## config.mk

```make
export PLATFORM = sky130hd
export DESIGN_NAME = lpt_ctrl
export DESIGN_NICKNAME = d
export VERILOG_FILES = /design/src/rtl/lpt_pkg.sv /design/src/rtl/lpt_mode_dec.sv /design/src/rtl/lpt_delay.sv /design/src/rtl/lpt_state.sv /design/src/rtl/lpt_ctrl.sv
export SDC_FILE = /design/constraint.sdc
export NUM_CORES = 1
export LEC_CHECK = 0
export BUFFER_PORTS_ARGS = -buffer_cell sky130_fd_sc_hd__buf_4
export CAP_MARGIN = 40
export CORE_ASPECT_RATIO = 1.2
export CORE_MARGIN = 3
export CORE_UTILIZATION = 42
export CTS_BUF_LIST = sky130_fd_sc_hd__clkbuf_4 sky130_fd_sc_hd__clkbuf_8 sky130_fd_sc_hd__clkbuf_16
export DETAILED_ROUTE_END_ITERATION = 10
export PLACE_DENSITY = 0.59
export SETUP_SLACK_MARGIN = 0.15
export SYNTH_ARGS = -nofsm -noshare
export SYNTH_HDL_FRONTEND = slang
export SYNTH_HIERARCHICAL = 1
export SYNTH_SLANG_ARGS = --single-unit
export TNS_END_PERCENT = 5
```

## constraint.sdc

```tcl
create_clock -name clk -period 1.7 [get_ports clk]
set_clock_uncertainty 0.05 [all_clocks]
set_input_delay 0.34 -clock clk [delete_from_list [all_inputs] [get_ports clk]]
set_output_delay 0.34 -clock clk [all_outputs]
set_load 0.01 [all_outputs]
```

## src/rtl/lpt_pkg.sv

```systemverilog
// Shared definitions for the low-power entry timer.
// Assumes: two-bit mode field and two-bit rate code.
package lpt_pkg;

    typedef enum logic [1:0] {
        LPM_OFF  = 2'b00,
        LPM_AUTO = 2'b01,
        LPM_NOW  = 2'b10,
        LPM_RSVD = 2'b11
    } lp_mode_e;

    // Rate code that selects the doubled delay (250 kb/s)
    localparam logic [1:0] RATE_SLOW_CODE = 2'b10;

    // True for the codes that keep the block awake
    function automatic logic mode_is_off(input logic [1:0] m);
        return (m == LPM_OFF) || (m == LPM_RSVD);
    endfunction

endpackage

```

## src/rtl/lpt_mode_dec.sv

```systemverilog
// Mode decoder: turns the mode field and its write strobe into the
// enables that the countdown and the state register use.
// Assumes: mode_wr_i is a one-cycle strobe that comes with the new value.
module lpt_mode_dec
    import lpt_pkg::*;
(
    input  logic [1:0] mode_i,
    input  logic       mode_wr_i,
    output logic       auto_en_o,
    output logic       off_o,
    output logic       manual_req_o
);

    // Purpose: decode the mode level and detect a manual-entry write
    always_comb begin
        auto_en_o    = (mode_i == LPM_AUTO);
        off_o        = mode_is_off(mode_i);
        manual_req_o = mode_wr_i && (mode_i == LPM_NOW);
    end

endmodule

```

## src/rtl/lpt_delay.sv

```systemverilog
// Post-unload countdown: loads a target when it starts, counts tick_i
// strikes, and pulses expire_o on the strike that completes the delay.
// Assumes: priority is cancel, then start, then tick. A tick that comes
// in the start cycle is not counted.
module lpt_delay
    import lpt_pkg::*;
#(
    parameter int BASE_TICKS = 512,
    localparam int CW        = $clog2(2 * BASE_TICKS + 1)
) (
    input  logic       clk,
    input  logic       rst_n,
    input  logic       start_i,
    input  logic       cancel_i,
    input  logic       tick_i,
    input  logic [1:0] rate_i,
    output logic       expire_o
);

    localparam logic [CW-1:0] T_FAST = CW'(BASE_TICKS);
    localparam logic [CW-1:0] T_SLOW = CW'(2 * BASE_TICKS);

    logic          running_q;
    logic [CW-1:0] cnt_q;
    logic [CW-1:0] target_q;
    logic          last_tick;

    // Purpose: detect that the current strike is the final one
    always_comb begin
        last_tick = running_q && tick_i && (cnt_q == target_q - CW'(1));
        expire_o  = last_tick && !cancel_i && !start_i;
    end

    // Purpose: countdown state, with the rate latched at start
    always_ff @(posedge clk) begin
        if (!rst_n) begin
            running_q <= 1'b0;
            cnt_q     <= '0;
            target_q  <= T_FAST;
        end else if (cancel_i) begin
            running_q <= 1'b0;
            cnt_q     <= '0;
        end else if (start_i) begin
            running_q <= 1'b1;
            cnt_q     <= '0;
            target_q  <= (rate_i == RATE_SLOW_CODE) ? T_SLOW : T_FAST;
        end else if (running_q && tick_i) begin
            if (last_tick) begin
                running_q <= 1'b0;
                cnt_q     <= '0;
            end else begin
                cnt_q <= cnt_q + CW'(1);
            end
        end
    end

endmodule

```

## src/rtl/lpt_state.sv

```systemverilog
// Low-power state flag: set by a manual request or by the end of the
// countdown, cleared by a wake or an off mode.
// Assumes: clearing wins over setting in the same cycle.
module lpt_state (
    input  logic clk,
    input  logic rst_n,
    input  logic off_i,
    input  logic wake_i,
    input  logic manual_req_i,
    input  logic expire_i,
    output logic low_power_o
);

    logic lp_q;

    // Purpose: hold the low-power flag, with clear taking priority
    always_ff @(posedge clk) begin
        if (!rst_n)
            lp_q <= 1'b0;
        else if (off_i || wake_i)
            lp_q <= 1'b0;
        else if (manual_req_i || expire_i)
            lp_q <= 1'b1;
    end

    assign low_power_o = lp_q;

endmodule

```

## src/rtl/lpt_ctrl.sv

```systemverilog
// Top level of the automatic low-power entry timer. It joins the mode
// decoder, the post-unload countdown and the state flag.
// Assumes: all pulse inputs last one cycle and are synchronous to clk.
module lpt_ctrl #(
    parameter int BASE_TICKS = 512
) (
    input  logic       clk,
    input  logic       rst_n,
    input  logic [1:0] mode_i,
    input  logic       mode_wr_i,
    input  logic       unload_exp_i,
    input  logic [1:0] rate_i,
    input  logic       wake_i,
    input  logic       tick_i,
    output logic       low_power_o
);

    logic auto_en;
    logic off;
    logic manual_req;
    logic expire;
    logic cd_start;
    logic cd_cancel;

    lpt_mode_dec u_dec (
        .mode_i       (mode_i),
        .mode_wr_i    (mode_wr_i),
        .auto_en_o    (auto_en),
        .off_o        (off),
        .manual_req_o (manual_req)
    );

    // Purpose: a countdown starts only in auto mode while awake; a wake
    // or leaving auto mode stops it
    always_comb begin
        cd_cancel = wake_i || !auto_en;
        cd_start  = unload_exp_i && auto_en && !low_power_o;
    end

    lpt_delay #(.BASE_TICKS(BASE_TICKS)) u_delay (
        .clk      (clk),
        .rst_n    (rst_n),
        .start_i  (cd_start),
        .cancel_i (cd_cancel),
        .tick_i   (tick_i),
        .rate_i   (rate_i),
        .expire_o (expire)
    );

    lpt_state u_state (
        .clk          (clk),
        .rst_n        (rst_n),
        .off_i        (off),
        .wake_i       (wake_i),
        .manual_req_i (manual_req),
        .expire_i     (expire),
        .low_power_o  (low_power_o)
    );

endmodule

```

; Yosys cells after proc, flatten, opt, wreduce, memory -nomap -nowiden
; Cells that the tools add are included.
[classes]
n_addsub = 2
n_eq_ne = 5
n_mux = 5
bitwise_logic = 2
n_reduce_logical = 23
[ops]
columns = op, count
row1 = 2-to-1 mux 11 bit, 2
row2 = adder 11 x 1 -> 11 bit (second input constant), 1
row3 = equality test 11 bit, 1
row4 = subtractor 11 x 1 -> 11 bit (second input constant), 1
row5 = logical AND 1 bit, 7
row6 = equality test 2 bit (second input constant), 3
row7 = zero test 1 bit, 4
row8 = logical OR 1 bit, 4
row9 = AND reduction 2 bit, 2
row10 = nonzero test 2 bit, 2
row11 = OR reduction 2 bit, 2
row12 = 2-to-1 mux 1 bit, 3
row13 = OR reduction 3 bit, 1
row14 = equality test 2 x 1 -> 1 bit (second input constant), 1
row15 = zero test 2 bit, 1
row16 = inverter 1 bit, 2
[word_totals]
regBits = 24
output_inout_bits = 1
elab_cells = 41

; Longest topological paths before layout
[depth]
word_depth = 7
ltp_mapped = 7

; Cells and area by module
; The synthesis kept the hierarchy.
[by_module_without_submodules]
columns = mod, n_inst, cells_each, area_per_inst_um2
row1 = lpt_delay, 1, 78, 701.9
row2 = lpt_state, 1, 3, 40.0
row3 = lpt_mode_dec, 1, 5, 38.8
row4 = lpt_ctrl, 1, 2, 15.0

; Worst setup path after synthesis
; Ideal clock, no wire load.
[synth_timing]
path_type = reg-to-reg
start = register u_delay.cnt_q[0]
end = register u_state.lp_q (netlist: u_state/low_power_o)
setup_time_ns = 0.087
arrival_ns = 1.392
path_slack_ns = 0.170
path_stages_with_launch = 7
synth_period_minus_slack_ns = 1.530
cell_sequence = dfxtp_1 > ha_1 > nand4_1 > nor3_2 > nor3b_1 > nor3_1 > nor4b_2
[synth_between]
elab_chain_cells = 5
[synth_lines]
columns = element, line_no
row1 = "start, declared", lpt_delay.sv:24  ; logic [CW-1:0] cnt_q;
row2 = "start signal, assigned", lpt_delay.sv:52  ; cnt_q <= cnt_q + CW'(1);
row3 = equality test 11 bit, lpt_delay.sv:30  ; last_tick = running_q && tick_i && (cnt_q == target_q - CW'(1));
row4 = logical AND 1 bit, lpt_delay.sv:30
row5 = logical AND 1 bit (2 in a row), lpt_delay.sv:31  ; expire_o = last_tick && !cancel_i && !start_i;
row6 = named net expire, lpt_ctrl.sv:21  ; logic expire;
row7 = logical OR 1 bit, lpt_state.sv:22  ; else if (manual_req_i || expire_i)
row8 = "end signal, assigned", lpt_state.sv:19  ; lp_q <= 1'b0;
row9 = "end signal, assigned", lpt_state.sv:21  ; lp_q <= 1'b0;
row10 = "end signal, assigned", lpt_state.sv:23  ; lp_q <= 1'b1;
row11 = "end, declared", lpt_state.sv:14  ; logic lp_q;
; The timed path passes the listed nets, and every way through them passes these cells.
; A chain may end at the register's enable or synchronous reset.

; Worst setup path in the final report
; Ends and elaborated chain as after synthesis.

==> results_dict.tcl <==
set metrics [dict create \
    worstPathMaxFanout 4 \
    antenna_cells 0 \
    fin_crit_sh_pct 88.9 \
    rows 16 \
    synth.cell_area_um2 796 \
    rsz0062_at_grt "yes" \
    cts.sinks 15 \
    crit_path_end_kind "flop" \
    clkTransAtPathRegs_ns 0.09 \
    synth.yosys.seq_area_share_pct 37.7 \
    layout_common_cells "19 x buf_4, 12 x dfxtp_1, 9 x nor2_1" \
    vias 701 \
    async_reset_ff_share_pct 0 \
    ios 11 \
    power_density_nw_per_um2 608 \
    syn_nets 101 \
    peakVddDrop_mv 0.294 \
    routabilityCongestion 0.766 \
    grt_pass1_vias 688 \
    grt_use_met2_pct 28.4 \
    use_met1_pct 17.0 \
    hold_viol 0 \
    post-route-min-period_ns 1.51 \
    relSlewSlack_pct 74.4 \
    antenna_found_initial 0 \
    p_total_uw 609 \
    grt.total_usage_pct 15.2 \
    cp_cell_sequence "ha_2, nand4_1, nor3_2, nor3b_2, nor3_1, nor4b_2" \
    grt_util_met3_pct 3.01 \
    hold_buffers 0 \
    startpoint_type "flop" \
    crit_family "simple AND/OR/NAND/NOR gates" \
    dp_cells 125 \
    outcome "finished clean" \
    die_y_um 53.7 \
    setup_viol 0 \
    cpPeakStageDelay_ns 0.37 \
    cts_tree "done" \
    synth_ff_type "dfxtp_1" \
    grt_max_degree 9 \
    viasPerCell 5.43 \
    final_cells 129 \
    hp-class "primary input to flop" \
    fp.dieW_um 45.7 \
    netlist_instances 88 \
    crit_required_ns 1.84 \
    start_util_pct 46.8 \
    fmax_mhz 662 \
    crit_slowest_cell "dfxtp_2" \
    postSynthAreaPerCell_um2 9.04 \
    cts_buffers 3 \
    fp.coreArea_um2 1700 \
    routed_wirelength_um 1530 \
    tightest_slew_ns 0.380 \
    synth_edf_count 0 \
    crit_type "flop to flop" \
    tns_ns 0 \
    yosysUniqueCellTypes 31 \
    ys_warn_count 6 \
    ys_seq_elements 15 \
    grt.busiest_layer "met2" \
    first_iter_violations 7 \
    finalNetCount 125 \
    cap_viol_max_count 0 \
    drive_gt1_share_pct 31.5 \
    wl_per_cell_um 11.8 \
    dpl.hpwl_um 1260 \
    clk_latency_ns 0.27 \
    drc_errors 0 \
    maxSlewViolCount 0 \
    htree_levels 1 \
    die-area_um2 2460 \
    p_leak_uw 0.000366 \
    grt-ovfl-total 0 \
    final_common_cell "buf_4" \
    grt_pass1_wl_um 2790 \
    post_cts_buffers 0 \
    ant_nets 0 \
    cts_buffer_depth 2 \
    path_buf_inv 0 \
    drtPass1Iterations 4 \
    clockRootBuffer "clkbuf_4" \
    portBuffers 10 \
    cp.arrival_ns 1.66 \
    area_delta_synth_final_pct 25.9 \
]
cell families (layout without fill, tap and decap cells):
| family | count (synthesis) | in the layout | synth area share (%) |
|---|---|---|---|
| adder cells (fa/ha/maj) | 3 | 3 | 4.72 |
| XOR/XNOR | 9 | 9 | 9.90 |
| buffers and inverters | 3 | 26 | 1.41 |
| AND/OR/NAND/NOR | 47 | 47 | 35.5 |
| AO/OA/AOI/OAI | 10 | 10 | 9.43 |
| flip-flops | 15 | 15 | 37.7 |
| multiplexers | 1 | 1 | 1.26 |
layout make-up:
class	count	area (µm²)
fillers	169	699
multi-input cells	70	492
flip-flops and latches	15	304
repair buffers	19	143
clock buffers	4	30.0
well taps	18	22.5
inverters	3	11.3
cell usage after synthesis (2+ instances only):
master | n | area share, %
dfxtp_1 | 15 | 38
nor2_1 | 9 | 4.2
nand2_1 | 8 | 3.8
nand3_1 | 5 | 3.1
o21ai_0 | 5 | 3.1
xnor2_1 | 5 | 5.5
nand4_1 | 4 | 3.1
xor2_1 | 4 | 4.4
ha_1 | 3 | 4.7
inv_1 | 3 | 1.4
nor2b_1 | 3 | 2.4
nor3_1 | 3 | 1.9
nand2b_1 | 2 | 1.6
or3_1 | 2 | 1.6
where the power goes:
group / total [µW] / switching [µW] / leakage, µW / internal (µW)
combinational: 40.6 / 17.2 / 0.000225 / 23.3
clock: 216 / 109 / 0.0000184 / 107
sequential: 352 / 0.609 / 0.000122 / 352
worst paths after layout:
kind                                 startpoint                               end  slack, ns  cells after the start
setup reg to reg  u_delay/cnt_q[0]$_SDFFE_PP0P_  u_state/low_power_o$_SDFFE_PP0P_       0.19                      6
setup / recovery  u_delay/cnt_q[0]$_SDFFE_PP0P_  u_state/low_power_o$_SDFFE_PP0P_       0.19                      6
hold reg to reg   u_delay/cnt_q[1]$_SDFFE_PP0P_     u_delay/cnt_q[1]$_SDFFE_PP0P_       0.44                      2
hold / removal                           wake_i  u_state/low_power_o$_SDFFE_PP0P_       0.18                      2
per-layer routing:
metal | part of all wire (%) | wire, µm
met3 | 3.7 | 56
met2 | 53 | 805
met4 | 0.59 | 9
met5 | 0 | 0
met1 | 43 | 656
registers in the layout, indices dropped and copies added, names as in the netlist:
signal / cells
u_state/low_power_o: 1
u_delay/running_q: 1
u_delay/target_q: 2
u_delay/cnt_q: 11
timing repair:
item | 4_1_cts | 5_1_grt
resized for setup | 3 | 2
setup endpoints to repair | 8 | 9
pin swaps | 3 | 2
hold endpoints to repair | 0 | 0
stage by stage:
stage / hold slack, ns / setup slack [ns] / area [µm²] / utilization, %
detailed placement: 0.445 / 0.0433 / 961 / 56.5
finish: 0.179 / 0.189 / 1000 / 58.9
global route: 0.169 / 0.0417 / 1000 / 58.9
floorplan: 0.361 / 0.170 / 796 / -
global placement: 0.438 / 0.0828 / 961 / 56.5
CTS: 0.169 / 0.182 / 998 / 58.7
Note: power is estimated with default switching activity, not from simulation.
